[config.mk]
export PLATFORM = sky130hd
export DESIGN_NAME = owr_rom_layer
export DESIGN_NICKNAME = d
export VERILOG_FILES = /design/src/rtl/owr_rom_pkg.sv /design/src/rtl/owr_cmd_decode.sv /design/src/rtl/owr_id_seq.sv /design/src/rtl/owr_rom_layer.sv
export SDC_FILE = /design/constraint.sdc
export NUM_CORES = 1
export LEC_CHECK = 0
export ABC_AREA = 1
export BUFFER_PORTS_ARGS = -buffer_cell sky130_fd_sc_hd__buf_2
export CAP_MARGIN = 20
export CORE_UTILIZATION = 25
export CTS_BUF_LIST = sky130_fd_sc_hd__clkbuf_8 sky130_fd_sc_hd__clkbuf_16
export DETAILED_ROUTE_END_ITERATION = 8
export HOLD_SLACK_MARGIN = 0.1
export PLACE_DENSITY = 0.52
export SLEW_MARGIN = 20
export SYNTH_ARGS = -nofsm -noshare
export SYNTH_HDL_FRONTEND = slang
export SYNTH_HIERARCHICAL = 1
export SYNTH_SLANG_ARGS = --single-unit
[constraint.sdc]
create_clock -name clk -period 2.9 [get_ports clk]
set_clock_uncertainty 0.2 [all_clocks]
set_input_delay 0.29 -clock clk [delete_from_list [all_inputs] [get_ports clk]]
set_output_delay 0.29 -clock clk [all_outputs]
set_load 0.05 [all_outputs]
[src/rtl/owr_rom_pkg.sv]
package owr_rom_pkg;
  localparam int FAM_W = 8;
  localparam int SER_W = 48;
  localparam int CRC_W = 8;
  localparam int ID_W  = FAM_W + SER_W + CRC_W;

  localparam logic [7:0] OP_READ   = 8'h33;
  localparam logic [7:0] OP_MATCH  = 8'h55;
  localparam logic [7:0] OP_SKIP   = 8'hCC;
  localparam logic [7:0] OP_RESUME = 8'hA5;

  typedef enum logic [2:0] {
    RS_CMD, RS_SEND, RS_MATCH, RS_GRANT, RS_IDLE
  } rom_state_t;

  typedef enum logic [2:0] {
    CMD_READ, CMD_MATCH, CMD_SKIP, CMD_RESUME, CMD_BAD
  } rom_cmd_t;

  // one step of the x^8+x^5+x^4+1 shift register, data bit enters LSB side
  function automatic logic [7:0] crc8_step(input logic [7:0] c, input logic b);
    logic fb;
    fb = b ^ c[0];
    return {fb, c[7], c[6], c[5], c[4] ^ fb, c[3] ^ fb, c[2], c[1]};
  endfunction

  function automatic logic [CRC_W-1:0] crc8_calc(input logic [FAM_W+SER_W-1:0] d);
    logic [7:0] c;
    c = '0;
    for (int i = 0; i < FAM_W + SER_W; i++) c = crc8_step(c, d[i]);
    return c;
  endfunction
endpackage

[src/rtl/owr_cmd_decode.sv]
module owr_cmd_decode
  import owr_rom_pkg::*;
(
  input  logic [7:0] code,
  output rom_cmd_t   cmd
);
  always_comb begin
    unique case (code)
      OP_READ:   cmd = CMD_READ;
      OP_MATCH:  cmd = CMD_MATCH;
      OP_SKIP:   cmd = CMD_SKIP;
      OP_RESUME: cmd = CMD_RESUME;
      default:   cmd = CMD_BAD;
    endcase
  end
endmodule

[src/rtl/owr_id_seq.sv]
module owr_id_seq #(
  parameter int              ID_W   = 64,
  parameter logic [ID_W-1:0] ID_VAL = '0
) (
  input  logic clk,
  input  logic rst_n,
  input  logic clr,
  input  logic adv,
  output logic cur_bit,
  output logic at_last
);
  localparam int CW = $clog2(ID_W);
  localparam logic [CW-1:0] LAST = CW'(ID_W - 1);

  logic [CW-1:0] pos;

  always_ff @(posedge clk or negedge rst_n) begin
    if (!rst_n)    pos <= '0;
    else if (clr)  pos <= '0;
    else if (adv)  pos <= (pos == LAST) ? '0 : pos + 1'b1;
  end

  assign cur_bit = ID_VAL[pos];
  assign at_last = (pos == LAST);
endmodule

[src/rtl/owr_rom_layer.sv]
module owr_rom_layer
  import owr_rom_pkg::*;
#(
  parameter logic [FAM_W-1:0] FAMILY = 8'h2D,
  parameter logic [SER_W-1:0] SERIAL = 48'h00A1_B2C3_D4E5
) (
  input  logic       clk,
  input  logic       rst_n,
  input  logic       bus_rst,
  input  logic       rx_byte_vld,
  input  logic [7:0] rx_byte,
  input  logic       rx_bit_vld,
  input  logic       rx_bit,
  input  logic       tx_req,
  output logic       tx_bit,
  output logic       grant,
  output logic       rc_flag
);
  localparam logic [CRC_W-1:0] CRC_VAL = crc8_calc({SERIAL, FAMILY});
  localparam logic [ID_W-1:0]  ID_VAL  = {CRC_VAL, SERIAL, FAMILY};

  rom_state_t state;
  rom_cmd_t   cmd;
  logic       cur_bit, at_last;

  owr_cmd_decode u_dec (.code(rx_byte), .cmd(cmd));

  // named events
  logic cmd_take, skip_take, resume_take, bad_take;
  logic send_adv, match_adv, read_done, match_done, bit_miss;
  assign cmd_take    = !bus_rst && state == RS_CMD && rx_byte_vld;
  assign skip_take   = cmd_take && cmd == CMD_SKIP;
  assign resume_take = cmd_take && cmd == CMD_RESUME;
  assign bad_take    = cmd_take && cmd == CMD_BAD;
  assign send_adv    = !bus_rst && state == RS_SEND && tx_req;
  assign match_adv   = !bus_rst && state == RS_MATCH && rx_bit_vld;
  assign bit_miss    = match_adv && (rx_bit != cur_bit);
  assign read_done   = send_adv && at_last;
  assign match_done  = match_adv && !bit_miss && at_last;

  owr_id_seq #(.ID_W(ID_W), .ID_VAL(ID_VAL)) u_seq (
    .clk(clk), .rst_n(rst_n),
    .clr(bus_rst || state == RS_CMD),
    .adv(send_adv || match_adv),
    .cur_bit(cur_bit), .at_last(at_last)
  );

  always_ff @(posedge clk or negedge rst_n) begin
    if (!rst_n) begin
      state <= RS_CMD; grant <= 1'b0; rc_flag <= 1'b0;
    end else if (bus_rst) begin
      state <= RS_CMD; grant <= 1'b0;
    end else begin
      unique case (state)
        RS_CMD: if (rx_byte_vld) begin
          unique case (cmd)
            CMD_READ:   state <= RS_SEND;
            CMD_MATCH:  state <= RS_MATCH;
            CMD_SKIP:   begin rc_flag <= 1'b0; grant <= 1'b1; state <= RS_GRANT; end
            CMD_RESUME: if (rc_flag) begin grant <= 1'b1; state <= RS_GRANT; end
                        else state <= RS_IDLE;
            default:    state <= RS_IDLE;
          endcase
        end
        RS_SEND: if (tx_req && at_last) begin
          rc_flag <= 1'b1; grant <= 1'b1; state <= RS_GRANT;
        end
        RS_MATCH: if (rx_bit_vld) begin
          if (rx_bit != cur_bit) begin
            rc_flag <= 1'b0; state <= RS_IDLE;
          end else if (at_last) begin
            rc_flag <= 1'b1; grant <= 1'b1; state <= RS_GRANT;
          end
        end
        default: ;
      endcase
    end
  end

  assign tx_bit = (state == RS_SEND) ? cur_bit : 1'b1;


  bus_rst_keeps_rc_chk: assert property (@(posedge clk) disable iff (!rst_n)
    bus_rst |=> (!grant && rc_flag == $past(rc_flag)));

  rc_set_source_chk: assert property (@(posedge clk) disable iff (!rst_n)
    $rose(rc_flag) |-> $past(read_done || match_done));

  miss_drops_chk: assert property (@(posedge clk) disable iff (!rst_n)
    bit_miss |=> (!rc_flag && !grant));

  skip_grants_chk: assert property (@(posedge clk) disable iff (!rst_n)
    skip_take |=> (grant && !rc_flag));

  resume_follows_rc_chk: assert property (@(posedge clk) disable iff (!rst_n)
    resume_take |=> (grant == $past(rc_flag) && rc_flag == $past(rc_flag)));

  bad_code_chk: assert property (@(posedge clk) disable iff (!rst_n)
    bad_take |=> (!grant && rc_flag == $past(rc_flag)));

  grant_holds_chk: assert property (@(posedge clk) disable iff (!rst_n)
    (grant && !bus_rst) |=> (grant && $stable(rc_flag)));

  tx_idle_chk: assert property (@(posedge clk) disable iff (!rst_n)
    (grant || state == RS_IDLE) |-> tx_bit);
endmodule

==> metrics <==
number of DRC violations after detailed routing 0; run status finished, final reports clean; half-perimeter wire length after detailed placement 2.140 mm; slew margin rel. around 80%; slew at the pin closest to its max-slew limit 0.2974 ns; peak supply drop ~0.14 mV; Critical Path End Type output pin; total detailed-routing wirelength ~2.6 mm; IO buf count 17; io pins 18; maximum level of the CTS H-tree 1; count of final max-slew check failures 0; average cell area after synthesis 6.336 um^2; post_cts resized 0; average wire length per cell after detail routing 9.900 um; most area-hungry cell type in the Yosys netlist dfrtp_1; sequential area share after synthesis 23.23%; area of the core 0.004444 mm^2; Power per Cell Area 338.2 mW/mm^2; final setup violation count 0; violation count after the first detailed-routing iteration between 40 and 50; fraction of the core area covered by cells at the end of the flow 31.00%; number of nets with antenna violations after detailed routing 0; detail-routed via count per cell 4.419; Synth area leaders dfrtp_1, nand2_1, ha_1; reported max-cap violation count 0; later-pin clock latency in the skew report around 0.25 ns; largest net degree at the start of global routing 12; critical setup path kind reg2out; CTS root buf clkbuf_8; register-to-register setup slack 0.68 ns; share of the synthesized area in the top cell type 23.23%; top_reg_cell synth dfrtp_1; Die Ht 70.85 um; number of buffers inserted to repair setup after CTS 0; setup tns final 0 ns; worst-path fanout max 8; async set or reset register ratio after synthesis 100.0%; instance count of the mapped netlist 187; vias in the first global route 1064; die footprint 0.005019 mm^2; non-filler instance count after layout 260; post-synthesis instance area 0.001185 mm^2; maximum operating frequency 0.4228 GHz; clock-pin slew reported for the worst setup and hold paths after clock tree synthesis 0.06 ns; post-synthesis register bit count 11; clock tree from TritonCTS built; number of antenna violations at the first check in global routing 0; total clock buffers created by CTS 3; number of placement rows 24; CTS Hold Bufs 2; number of fill cells 496; syn nets 210; period utilisation layout between 80 and 90%; RSZ-0062 raised after global routing no; instance count after placement with tap cells included 254; total number of vias around 1100; worst hold path type in2async; GRT overflow 0; Sink Count 11; Arr. time, crit path 1.88 ns; count of cell types in the netlist 21; width of the die a little over 70 um; starting utilization of the core area between 20% and 30%; final count of hold timing violations 0; wire length of the first global-routing pass 4.471 mm; Layout Nets around 230; count of warnings emitted by yosys 6; crit path launch type flop; share of post-route cells with drive strength above 1 22.60%; Leak Pwr between 0.7 and 0.8 nW; gpl congestion 0.8079; number of optimization iterations in the first detailed-route pass 6; Post-synth top cells nand2_1, inv_1, nor2_1; clk buf depth 2; CP Data Required Time 2.41 ns; Ant. Diodes 0; EDFF count, synth 0; library cell with the highest instance count after synthesis nand2_1; layout overhead on the synthesized area 16.26%; time the final worst path needs with I/O delays and setup about 2.4 ns; total track usage between 10 and 15%
==> final timing paths <==
| path | start | endpoint | cells past startpoint |
|---|---|---|---|
| max | u_seq/pos[2] | tx_bit | 9 |
| min | rst_n | grant | 2 |
| min reg2reg | grant | grant | 2 |
| max in group asynchronous | rst_n | u_seq/pos[0] | 2 |
| max reg2reg | u_seq/pos[2] | state[2] | 13 |
| min in group clk | grant | grant | 2 |
==> sequential cells by signal, summed over array words and instances (netlist names) <==
name       flops
grant          1
rc_flag        1
state          3
u_seq/pos      6
==> worst max-delay path, cell delays in order (launching register included) <==
cell and delay [ns]:
dfrtp_1 0.46, ha_1 0.33, a21oi_1 0.19, o21ai_0 0.11
nand2_1 0.07, nand2_1 0.04, nand2_1 0.08, inv_2 0.04
nand2_1 0.05, buf_2 0.25
==> routing by layer <==
metal	track usage [%]	share of wire, %	up-vias
li1	-	-	625
met4	6.000	2.2	0
met5	0	0	-
met1	14.76	51	503
met3	2.137	3.5	5
met2	17.63	44	16
==> per-stage QoR <==
| stage | instance area, um^2 | total power [mW] | setup slack [ns] | hold WS (ns) |
|---|---|---|---|---|
| 2_1_floorplan | 1185 | 0.2696 | 0.9120 | -0.2056 |
| 3_3_place_gp | 1313 | 0.3078 | 0.6266 | -0.01506 |
| 3_5_place_dp | 1313 | 0.3068 | 0.6582 | -0.01260 |
| 4_1_cts | 1378 | 0.4754 | 0.5003 | 0.2494 |
| 5_1_grt | 1378 | 0.4922 | 0.3018 | 0.2942 |
| 6_report | 1378 | 0.4658 | 0.5347 | 0.2456 |
==> layout make-up <==
type,instances,area [um^2],area share [%]
Sequential cell,11,275.3,19.98
Tap cell,52,65.06,4.723
Timing Repair Buffer,19,105.1,7.629
Clock buffer,3,41.29,2.997
Multi-Input combinational cell,145,778.2,56.49
Inverter,29,108.9,7.902
Clock inverter,1,3.754,0.2725
==> layout by cell type, fill, tap and decap left out, types with 3 or more instances in the layout <==
master and count:
dfrtp_1 11, nand3_1 18, inv_1 25, clkbuf_8 3, o21ai_0 7, nand2_2 9
buf_2 17, nor2_4 4, a21oi_1 4, ha_1 8, nand3_2 3, nor2_2 5
nand2_1 54, inv_2 5, nor2_1 22
==> report_power, final <==
part | leakage (nW) | internal (mW) | switching, mW
clock network | 0.0269 | 0.0936 | 0.0675
logic | 0.543 | 0.0474 | 0.0876
registers | 0.152 | 0.161 | 0.00921
total | 0.722 | 0.302 | 0.164
==> logic make-up after synthesis <==
family / Yosys count / share of synthesized area (%)
and+or+nand+nor: 118 / 47.62
buffers and inverters: 31 / 11.09
AOI/OAI and AO/OA: 17 / 8.131
DFF: 11 / 23.23
adders and majority gates: 8 / 8.448
xor gates and xnor gates: 2 / 1.479
Power figures use the tool's default switching activity.
